<file path="config.mk">
export PLATFORM = sky130hd
export DESIGN_NAME = diff_err_corrector
export DESIGN_NICKNAME = d
export VERILOG_FILES = /design/src/rtl/ecor_pkg.sv /design/src/rtl/ecor_diff.sv /design/src/rtl/ecor_history.sv /design/src/rtl/ecor_decide.sv /design/src/rtl/diff_err_corrector.sv
export SDC_FILE = /design/constraint.sdc
export NUM_CORES = 1
export LEC_CHECK = 0
export ABC_AREA = 1
export BUFFER_PORTS_ARGS = -buffer_cell sky130_fd_sc_hd__buf_2
export CORE_UTILIZATION = 51
export CTS_CLUSTER_DIAMETER = 100
export CTS_CLUSTER_SIZE = 10
export DETAILED_ROUTE_END_ITERATION = 8
export HOLD_SLACK_MARGIN = 0.15
export PLACE_DENSITY = 0.75
export RECOVER_POWER = 100
export SLEW_MARGIN = 10
export SYNTH_ARGS = -nofsm -noshare
export SYNTH_HDL_FRONTEND = slang
export SYNTH_SLANG_ARGS = --single-unit
</file>
<file path="constraint.sdc">
create_clock -name clk -period 9.3 [get_ports clk]
set_input_delay 0.93 -clock clk [delete_from_list [all_inputs] [get_ports clk]]
set_output_delay 0.93 -clock clk [all_outputs]
set_load 0.1 [all_outputs]
</file>
<file path="src/rtl/ecor_pkg.sv">
package ecor_pkg;
  typedef enum logic {
    HIST_EMPTY  = 1'b0,
    HIST_PRIMED = 1'b1
  } hist_state_e;
endpackage

</file>
<file path="src/rtl/ecor_diff.sv">
module ecor_diff #(
  parameter int DW = 16
) (
  input  logic signed [DW-1:0] cur,
  input  logic signed [DW-1:0] prev,
  output logic        [DW-1:0] mag
);
  localparam int XW = DW + 1;

  function automatic logic [DW-1:0] abs_sat(input logic signed [XW-1:0] d);
    logic [XW-1:0] u;
    if (d[XW-1]) u = XW'(-d);
    else         u = XW'(d);
    if (u[XW-1]) return {DW{1'b1}};
    return u[DW-1:0];
  endfunction

  logic signed [XW-1:0] diff_w;
  assign diff_w = {cur[DW-1], cur} - {prev[DW-1], prev};
  assign mag    = abs_sat(diff_w);
endmodule

</file>
<file path="src/rtl/ecor_history.sv">
module ecor_history
  import ecor_pkg::*;
#(
  parameter int DW = 16
) (
  input  logic                 clk,
  input  logic                 rst_n,
  input  logic                 load,
  input  logic signed [DW-1:0] sample_in,
  output logic signed [DW-1:0] prev_q,
  output logic                 primed
);
  hist_state_e st_q;

  always_ff @(posedge clk) begin
    if (!rst_n) begin
      st_q   <= HIST_EMPTY;
      prev_q <= '0;
    end else if (load) begin
      st_q   <= HIST_PRIMED;
      prev_q <= sample_in;
    end
  end

  assign primed = (st_q == HIST_PRIMED);

  p_hold_r11: assert property (@(posedge clk) disable iff (!rst_n)
    !load |=> $stable(prev_q));
  p_load_r7: assert property (@(posedge clk) disable iff (!rst_n)
    load |=> (prev_q == $past(sample_in)) && primed);
endmodule

</file>
<file path="src/rtl/ecor_decide.sv">
module ecor_decide #(
  parameter int DW = 16
) (
  input  logic                 primed,
  input  logic        [DW-1:0] mag,
  input  logic        [DW-1:0] thresh,
  input  logic signed [DW-1:0] cur,
  input  logic signed [DW-1:0] prev,
  output logic                 hit,
  output logic signed [DW-1:0] pick
);
  always_comb begin
    hit  = primed && (mag >= thresh);
    pick = hit ? prev : cur;
  end
endmodule

</file>
<file path="src/rtl/diff_err_corrector.sv">
module diff_err_corrector #(
  parameter int DW = 16
) (
  input  logic                 clk,
  input  logic                 rst_n,
  input  logic                 in_valid,
  input  logic signed [DW-1:0] in_sample,
  input  logic        [DW-1:0] thresh,
  output logic                 out_valid,
  output logic signed [DW-1:0] out_sample,
  output logic                 out_err
);
  logic signed [DW-1:0] prev_q;
  logic                 primed;
  logic        [DW-1:0] jump_mag;
  logic                 hit;
  logic signed [DW-1:0] pick;

  ecor_history #(.DW(DW)) u_hist (
    .clk(clk), .rst_n(rst_n), .load(in_valid),
    .sample_in(in_sample), .prev_q(prev_q), .primed(primed)
  );

  ecor_diff #(.DW(DW)) u_diff (
    .cur(in_sample), .prev(prev_q), .mag(jump_mag)
  );

  ecor_decide #(.DW(DW)) u_dec (
    .primed(primed), .mag(jump_mag), .thresh(thresh),
    .cur(in_sample), .prev(prev_q), .hit(hit), .pick(pick)
  );

  always_ff @(posedge clk) begin
    if (!rst_n) begin
      out_valid  <= 1'b0;
      out_err    <= 1'b0;
      out_sample <= '0;
    end else begin
      out_valid <= in_valid;
      out_err   <= in_valid && hit;
      if (in_valid) out_sample <= pick;
    end
  end

  p_lat_r3: assert property (@(posedge clk) disable iff (!rst_n)
    out_valid == $past(in_valid));
  p_flag_qual_r8: assert property (@(posedge clk) disable iff (!rst_n)
    out_err |-> out_valid);
  p_first_r2: assert property (@(posedge clk) disable iff (!rst_n)
    (in_valid && !primed) |=> !out_err && out_sample == $past(in_sample));
  p_sub_r5: assert property (@(posedge clk) disable iff (!rst_n)
    (in_valid && hit) |=> out_err && out_sample == $past(prev_q));
  p_pass_r6: assert property (@(posedge clk) disable iff (!rst_n)
    (in_valid && !hit) |=> !out_err && out_sample == $past(in_sample));
endmodule

</file>
**After elaboration in Yosys (flattened, before gate mapping)**

Cells that the tools add are included.

- Register bits after elaboration: 35
- Input port bits: 35
- Output and inout bits: 18

- Add/sub/neg operators: 2
- Order comparisons: 1
- Multiplexer cells: 5
- Reductions and logical operators: 2

Operators by type and width:

| kind | count |
|---|---|
| $mux W16 | 3 |
| $mux W17 | 1 |
| $neg A17 Y17 | 1 |
| $sub A16 B16 Y17 | 1 |
| $ge A16 B16 Y1 | 1 |
| $logic_and A1 B1 Y1 | 2 |
| $mux W1 | 1 |

**Longest topological paths before layout**

- Depth after elaboration: 8
- Mapped depth: 31
- Depth with buffers taken out: 29

**Cells and area by module**

Synthesis repeated with hierarchy kept, for this count alone.

- Cells, all modules: 663
- Area, all modules: 3861.2 um^2

Modules (own cells, without submodules):

| module | times used | cells an instance | area an instance (um^2) |
|---|---|---|---|
| ecor_diff | 1 | 328 | 1706.6 |
| diff_err_corrector | 1 | 108 | 735.7 |
| ecor_history | 1 | 104 | 721.9 |
| ecor_decide | 1 | 123 | 696.9 |

**Worst setup path before layout**

Ideal clock, no wire load.

- Path type: in2reg
- From: in in_sample[0]
- To: reg out_sample[10]
- Arrival: 4.192 ns
- Required time: 9.230 ns
- Slack: 5.038 ns
- Cell stages on the path: 25
- Path through: inv_1 > ha_1 > fa_1 > inv_1 > nand2_1 > a21oi_1 > nand3_1 > nor2_1 > nand3_1 > nor2_2 > nand3_1 > nand2_1 > nand2_1 > nand2_1 > nand3_1 > ha_1 > nand2_1 > nor4_1 > nand2_1 > nand3_2 > nand2_2 > buf_2 > nand2_1 > nand3_1 > a21oi_1

- Longest elaborated chain between the ends: 8

Ends and longest elaborated chain:

| item | RTL line | RTL |
|---|---|---|
| from (decl) | diff_err_corrector.sv:7 | `input logic signed [DW-1:0] in_sample,` |
| $sub A16 B16 Y17 * | ecor_diff.sv:19 | `assign diff_w = {cur[DW-1], cur} - {prev[DW-1], prev};` |
| $neg A17 Y17 | ecor_diff.sv:12 | `if (d[XW-1]) u = XW'(-d);` |
| $mux W17 * | ecor_diff.sv:12 |  |
| $mux W1 | ecor_diff.sv:14 | `if (u[XW-1]) return {DW{1'b1}};` |
| $mux W16 * | ecor_diff.sv:15 | `return u[DW-1:0];` |
| $ge A16 B16 Y1 * | ecor_decide.sv:13 | `hit = primed && (mag >= thresh);` |
| $logic_and A1 B1 Y1 * | ecor_decide.sv:13 |  |
| $mux W16 * | ecor_decide.sv:14 | `pick = hit ? prev : cur;` |
| to (signal assigned) | diff_err_corrector.sv:41 | `if (in_valid) out_sample <= pick;` |
| to (decl) | diff_err_corrector.sv:10 | `output logic signed [DW-1:0] out_sample,` |

Every way passes the cells marked *; elsewhere a longest branch is shown, timed or not.
A chain may end at the register's enable or synchronous reset.

**Worst setup path in the final report**

- From: in in_sample[0]
- To: reg out_sample[1]

Same word-level chain as after synthesis.

==> results_dict.tcl <==
set metrics [dict create \
    run_status "finished, violations left" \
    failed_checks "design-rule violations, max-capacitance violations, max-slew violations" \
    timing.reg2reg.worst_path_depth 23 \
    number_of_sinks_handled_by_clock_tree_synthesis 35 \
    gpl_congestion 0.857 \
    clk_latency_ns 0.29 \
    area_growth_syn_to_layout_pct 10.5 \
    setup.worst_path.start_class "input pin" \
    clkPwrFrac_pct 22.3 \
    grt_first_pass_wirelength_mm 14.4 \
    ctsRootBufferMaster "sky130_fd_sc_hd__clkbuf_8" \
    cp.required_ns 9.52 \
    io-pin-count 53 \
    internal_power_w 0.000353 \
    setup_viol_count_final 0 \
    seq_cells_post_synth 35 \
    worstMarginPinSlew_ns 1.83 \
    chipHeight_um 84.6 \
    timing.fmax_mhz 180 \
    cts_tree "yes" \
    power_density_mw_per_mm2 172 \
    path_max_fanout 17 \
    die_x_um 84.6 \
    critPathKind "in -> reg" \
    vias_per_cell 5.22 \
    syn_avg_cell_area_um2 6.04 \
    cts-htree-levels 2 \
    detail_route.iter0.violations 189 \
    grt_pass1_vias 3351 \
    grt_setup_unrepaired "false" \
    power.share.combinational_pct 51.6 \
    cts_inserted_buffers 5 \
    clk_path_buf_depth 2 \
    vias 3640 \
    cp.arrival_ns 5.78 \
    initial_core_util_pct 53.8 \
    dr_wl_met3_um 352 \
    hold_violations 0 \
    cts_resized 0 \
    ys_types 29 \
    met2_length_mm 3.70 \
    die_area_mm2 0.00715 \
    portBuffers 52 \
    synth-warning-count 0 \
    drt.antenna.violating_nets 0 \
    pwr-share-seq_pct 26.1 \
    hold_path.class "reg -> reg" \
    tns_ns 0 \
    remaining_drc_errors 6 \
    fin_worst_hold_slack_ns 0.467 \
    core_mm2 0.00646 \
    setup.reg_to_reg.worst_slack_ns 4.20 \
    layout_worst_path_cycle_share_pct 59.8 \
    power.ir.vdd_worst_v 0.000160 \
    diodes 0 \
    min-delay-start "out_sample[9]" \
    timing.final.max_slew_violations 51 \
    detail_route.wirelength_mm 8.19 \
    switching_share_pct 46.5 \
    routed.top_layer "met4" \
    post_cts_buffers 0 \
    r2r_end "out_sample[1]" \
    reg2reg_from "u_hist.prev_q[0]" \
    slew_headroom_pct -22.0 \
    finalPower_w 0.000659 \
    min_delay_path_depth 2 \
    fin_worst_skew_ns 0.00456 \
    antenna_violations_before_repair 0 \
    syn_nets 646 \
    drt_first_pass_iters 6 \
    gr-total-overflow 0 \
    power.static_leakage_nw 2.09 \
    clock_pin_slew_of_the_registers_on_the_worst_case_setup_and_hold_paths_ns 0.08 \
    cp-end-kind "flop" \
    cts_hold_repair.buffers 0 \
    hpwl_mm 6.61 \
    syn_inst_count 576 \
    mappedNetlistArea_mm2 0.00348 \
    grtUsageTotal_pct 24.2 \
    synth-seq-area-share_pct 20.2 \
    nets 689 \
    timing.hold.worst_endpoint "out_sample[9]" \
    detail_route.wirelength.met1_mm 4.06 \
    drv.max_cap_violation_count 1 \
    grt_max_degree 51 \
    drive_gt1_share_pct 11.9 \
    floorplan.rows 29 \
    route.detailed.wl_per_inst_um 11.8 \
    period_minus_slack_ns 5.56 \
    net-switching-power_w 0.000307 \
]
[final cells by class]
cell class	count	area, um^2
Timing Repair Buffer	52	236
Inverter	102	383
Sequential cell	35	701
Tap cell	77	96.3
Clock inverter	2	38.8
Multi-Input combinational cell	423	2310
Fill cell	676	2620
Clock buffer	6	82.6
[cell usage in the layout (no fill, tap or decap), drive strengths merged]
cell type / count
o21ai: 23
o21a: 1
or2: 1
fa: 1
ha: 34
nor3: 6
a21oi: 51
buf: 33
nand4: 14
nand3: 74
nand2: 178
nor4: 1
xnor2: 1
dfxtp: 35
xor2: 1
bufinv: 1
nor2: 26
nand3b: 10
and2: 1
clkbuf: 25
inv: 103
[worst max-delay path: stages]
cell,delay (ns)
sky130_fd_sc_hd__buf_2,0.07
sky130_fd_sc_hd__inv_1,0.07
sky130_fd_sc_hd__ha_1,0.22
sky130_fd_sc_hd__fa_1,0.41
sky130_fd_sc_hd__inv_1,0.12
sky130_fd_sc_hd__nand2_1,0.08
sky130_fd_sc_hd__a21oi_1,0.22
sky130_fd_sc_hd__nand3_1,0.11
sky130_fd_sc_hd__nor2_1,0.13
sky130_fd_sc_hd__nand3_1,0.13
sky130_fd_sc_hd__nor2_1,0.26
sky130_fd_sc_hd__nand3_1,0.17
sky130_fd_sc_hd__nand2_1,0.12
sky130_fd_sc_hd__nand2_1,0.07
sky130_fd_sc_hd__nand2_1,0.05
sky130_fd_sc_hd__nand3_1,0.07
sky130_fd_sc_hd__ha_1,0.29
sky130_fd_sc_hd__nand2_1,0.09
sky130_fd_sc_hd__nor4_1,0.42
sky130_fd_sc_hd__nand2_1,0.10
sky130_fd_sc_hd__nand3_1,0.52
sky130_fd_sc_hd__nand2_1,0.59
sky130_fd_sc_hd__nand2_1,0.19
sky130_fd_sc_hd__nand3_1,0.12
sky130_fd_sc_hd__a21oi_1,0.21
[cell families (layout without fill, tap and decap cells)]
family	Yosys count	after routing	share of synthesized area, %
flops	35	35	20.2
xor+xnor	2	2	0.504
simple gates	311	311	42.4
buf+inv	118	162	13.2
fa+ha+maj	35	35	12.8
compound gates	75	75	10.9
[routing by layer]
layer	global-route usage (%)	up-vias
met1	32.2	1600
met4	6.78	0
met2	40.8	90
met5	0	-
met3	3.34	8
li1	-	1942
[power by group through the flow]
| stage | sequential [W] | clock [W] | combinational [W] |
|---|---|---|---|
| after floorplan | 0.000232 | 0 | 0.000222 |
| after global placement | 0.000175 | 0 | 0.000333 |
| after CTS | 0.000172 | 0.000149 | 0.000343 |
| after detailed placement | 0.000175 | 0 | 0.000342 |
| final | 0.000172 | 0.000147 | 0.000340 |
| after global routing | 0.000174 | 0.000156 | 0.000385 |
[registers in the layout (all words and copies together), names as in the netlist]
register	cells
out_err	1
out_sample	16
out_valid	1
u_hist.prev_q	16
u_hist.primed	1
[per-stage QoR]
stage	cell area (um^2)	util [%]	setup WS, ns	std cells
floorplan	3480	-	5.04	576
global placement	3760	58.2	4.30	689
detailed placement	3760	58.2	4.14	689
CTS	3880	60.0	4.43	697
global route	3840	59.5	3.21	697
finish	3840	59.5	3.74	697
[synthesized netlist by cell type]
cell / n / share of area, %
sky130_fd_sc_hd__nand2_1: 163 / 18
sky130_fd_sc_hd__inv_1: 98 / 11
sky130_fd_sc_hd__nand3_1: 70 / 10
sky130_fd_sc_hd__a21oi_1: 51 / 7.3
sky130_fd_sc_hd__dfxtp_1: 35 / 20
sky130_fd_sc_hd__ha_1: 34 / 12
sky130_fd_sc_hd__o21ai_0: 23 / 3.3
sky130_fd_sc_hd__nor2_1: 16 / 1.7
sky130_fd_sc_hd__nand2_2: 15 / 2.7
sky130_fd_sc_hd__nand4_1: 12 / 2.2
sky130_fd_sc_hd__nand3b_1: 10 / 2.2
sky130_fd_sc_hd__clkbuf_1: 9 / 0.97
sky130_fd_sc_hd__nor2_2: 7 / 1.3
sky130_fd_sc_hd__nor3_1: 6 / 0.86
sky130_fd_sc_hd__inv_2: 4 / 0.43
sky130_fd_sc_hd__nand3_2: 4 / 1.2
sky130_fd_sc_hd__nor2_4: 3 / 0.97
sky130_fd_sc_hd__buf_1: 2 / 0.22
sky130_fd_sc_hd__buf_2: 2 / 0.29
sky130_fd_sc_hd__buf_4: 2 / 0.43
sky130_fd_sc_hd__nand4_4: 2 / 1.2
sky130_fd_sc_hd__and2_1: 1 / 0.18
sky130_fd_sc_hd__buf_6: 1 / 0.32
sky130_fd_sc_hd__fa_1: 1 / 0.58
sky130_fd_sc_hd__nor4_1: 1 / 0.18
sky130_fd_sc_hd__o21a_1: 1 / 0.22
sky130_fd_sc_hd__or2_2: 1 / 0.18
sky130_fd_sc_hd__xnor2_1: 1 / 0.25
sky130_fd_sc_hd__xor2_1: 1 / 0.25
[worst max path at each step]
stage / start / end / slack, ns / cells past startpoint
4_1_cts: in_sample[0] / out_sample[11] / 4.43 / 25
2_1_floorplan: in_sample[0] / out_sample[10] / 5.04 / 25
3_3_place_gp: in_sample[0] / out_sample[1] / 4.30 / 25
6_report: in_sample[0] / out_sample[1] / 3.74 / 25
3_5_place_dp: in_sample[0] / out_sample[1] / 4.14 / 25
5_1_grt: in_sample[0] / out_sample[9] / 3.21 / 25
(Power assumes the default switching activity.)
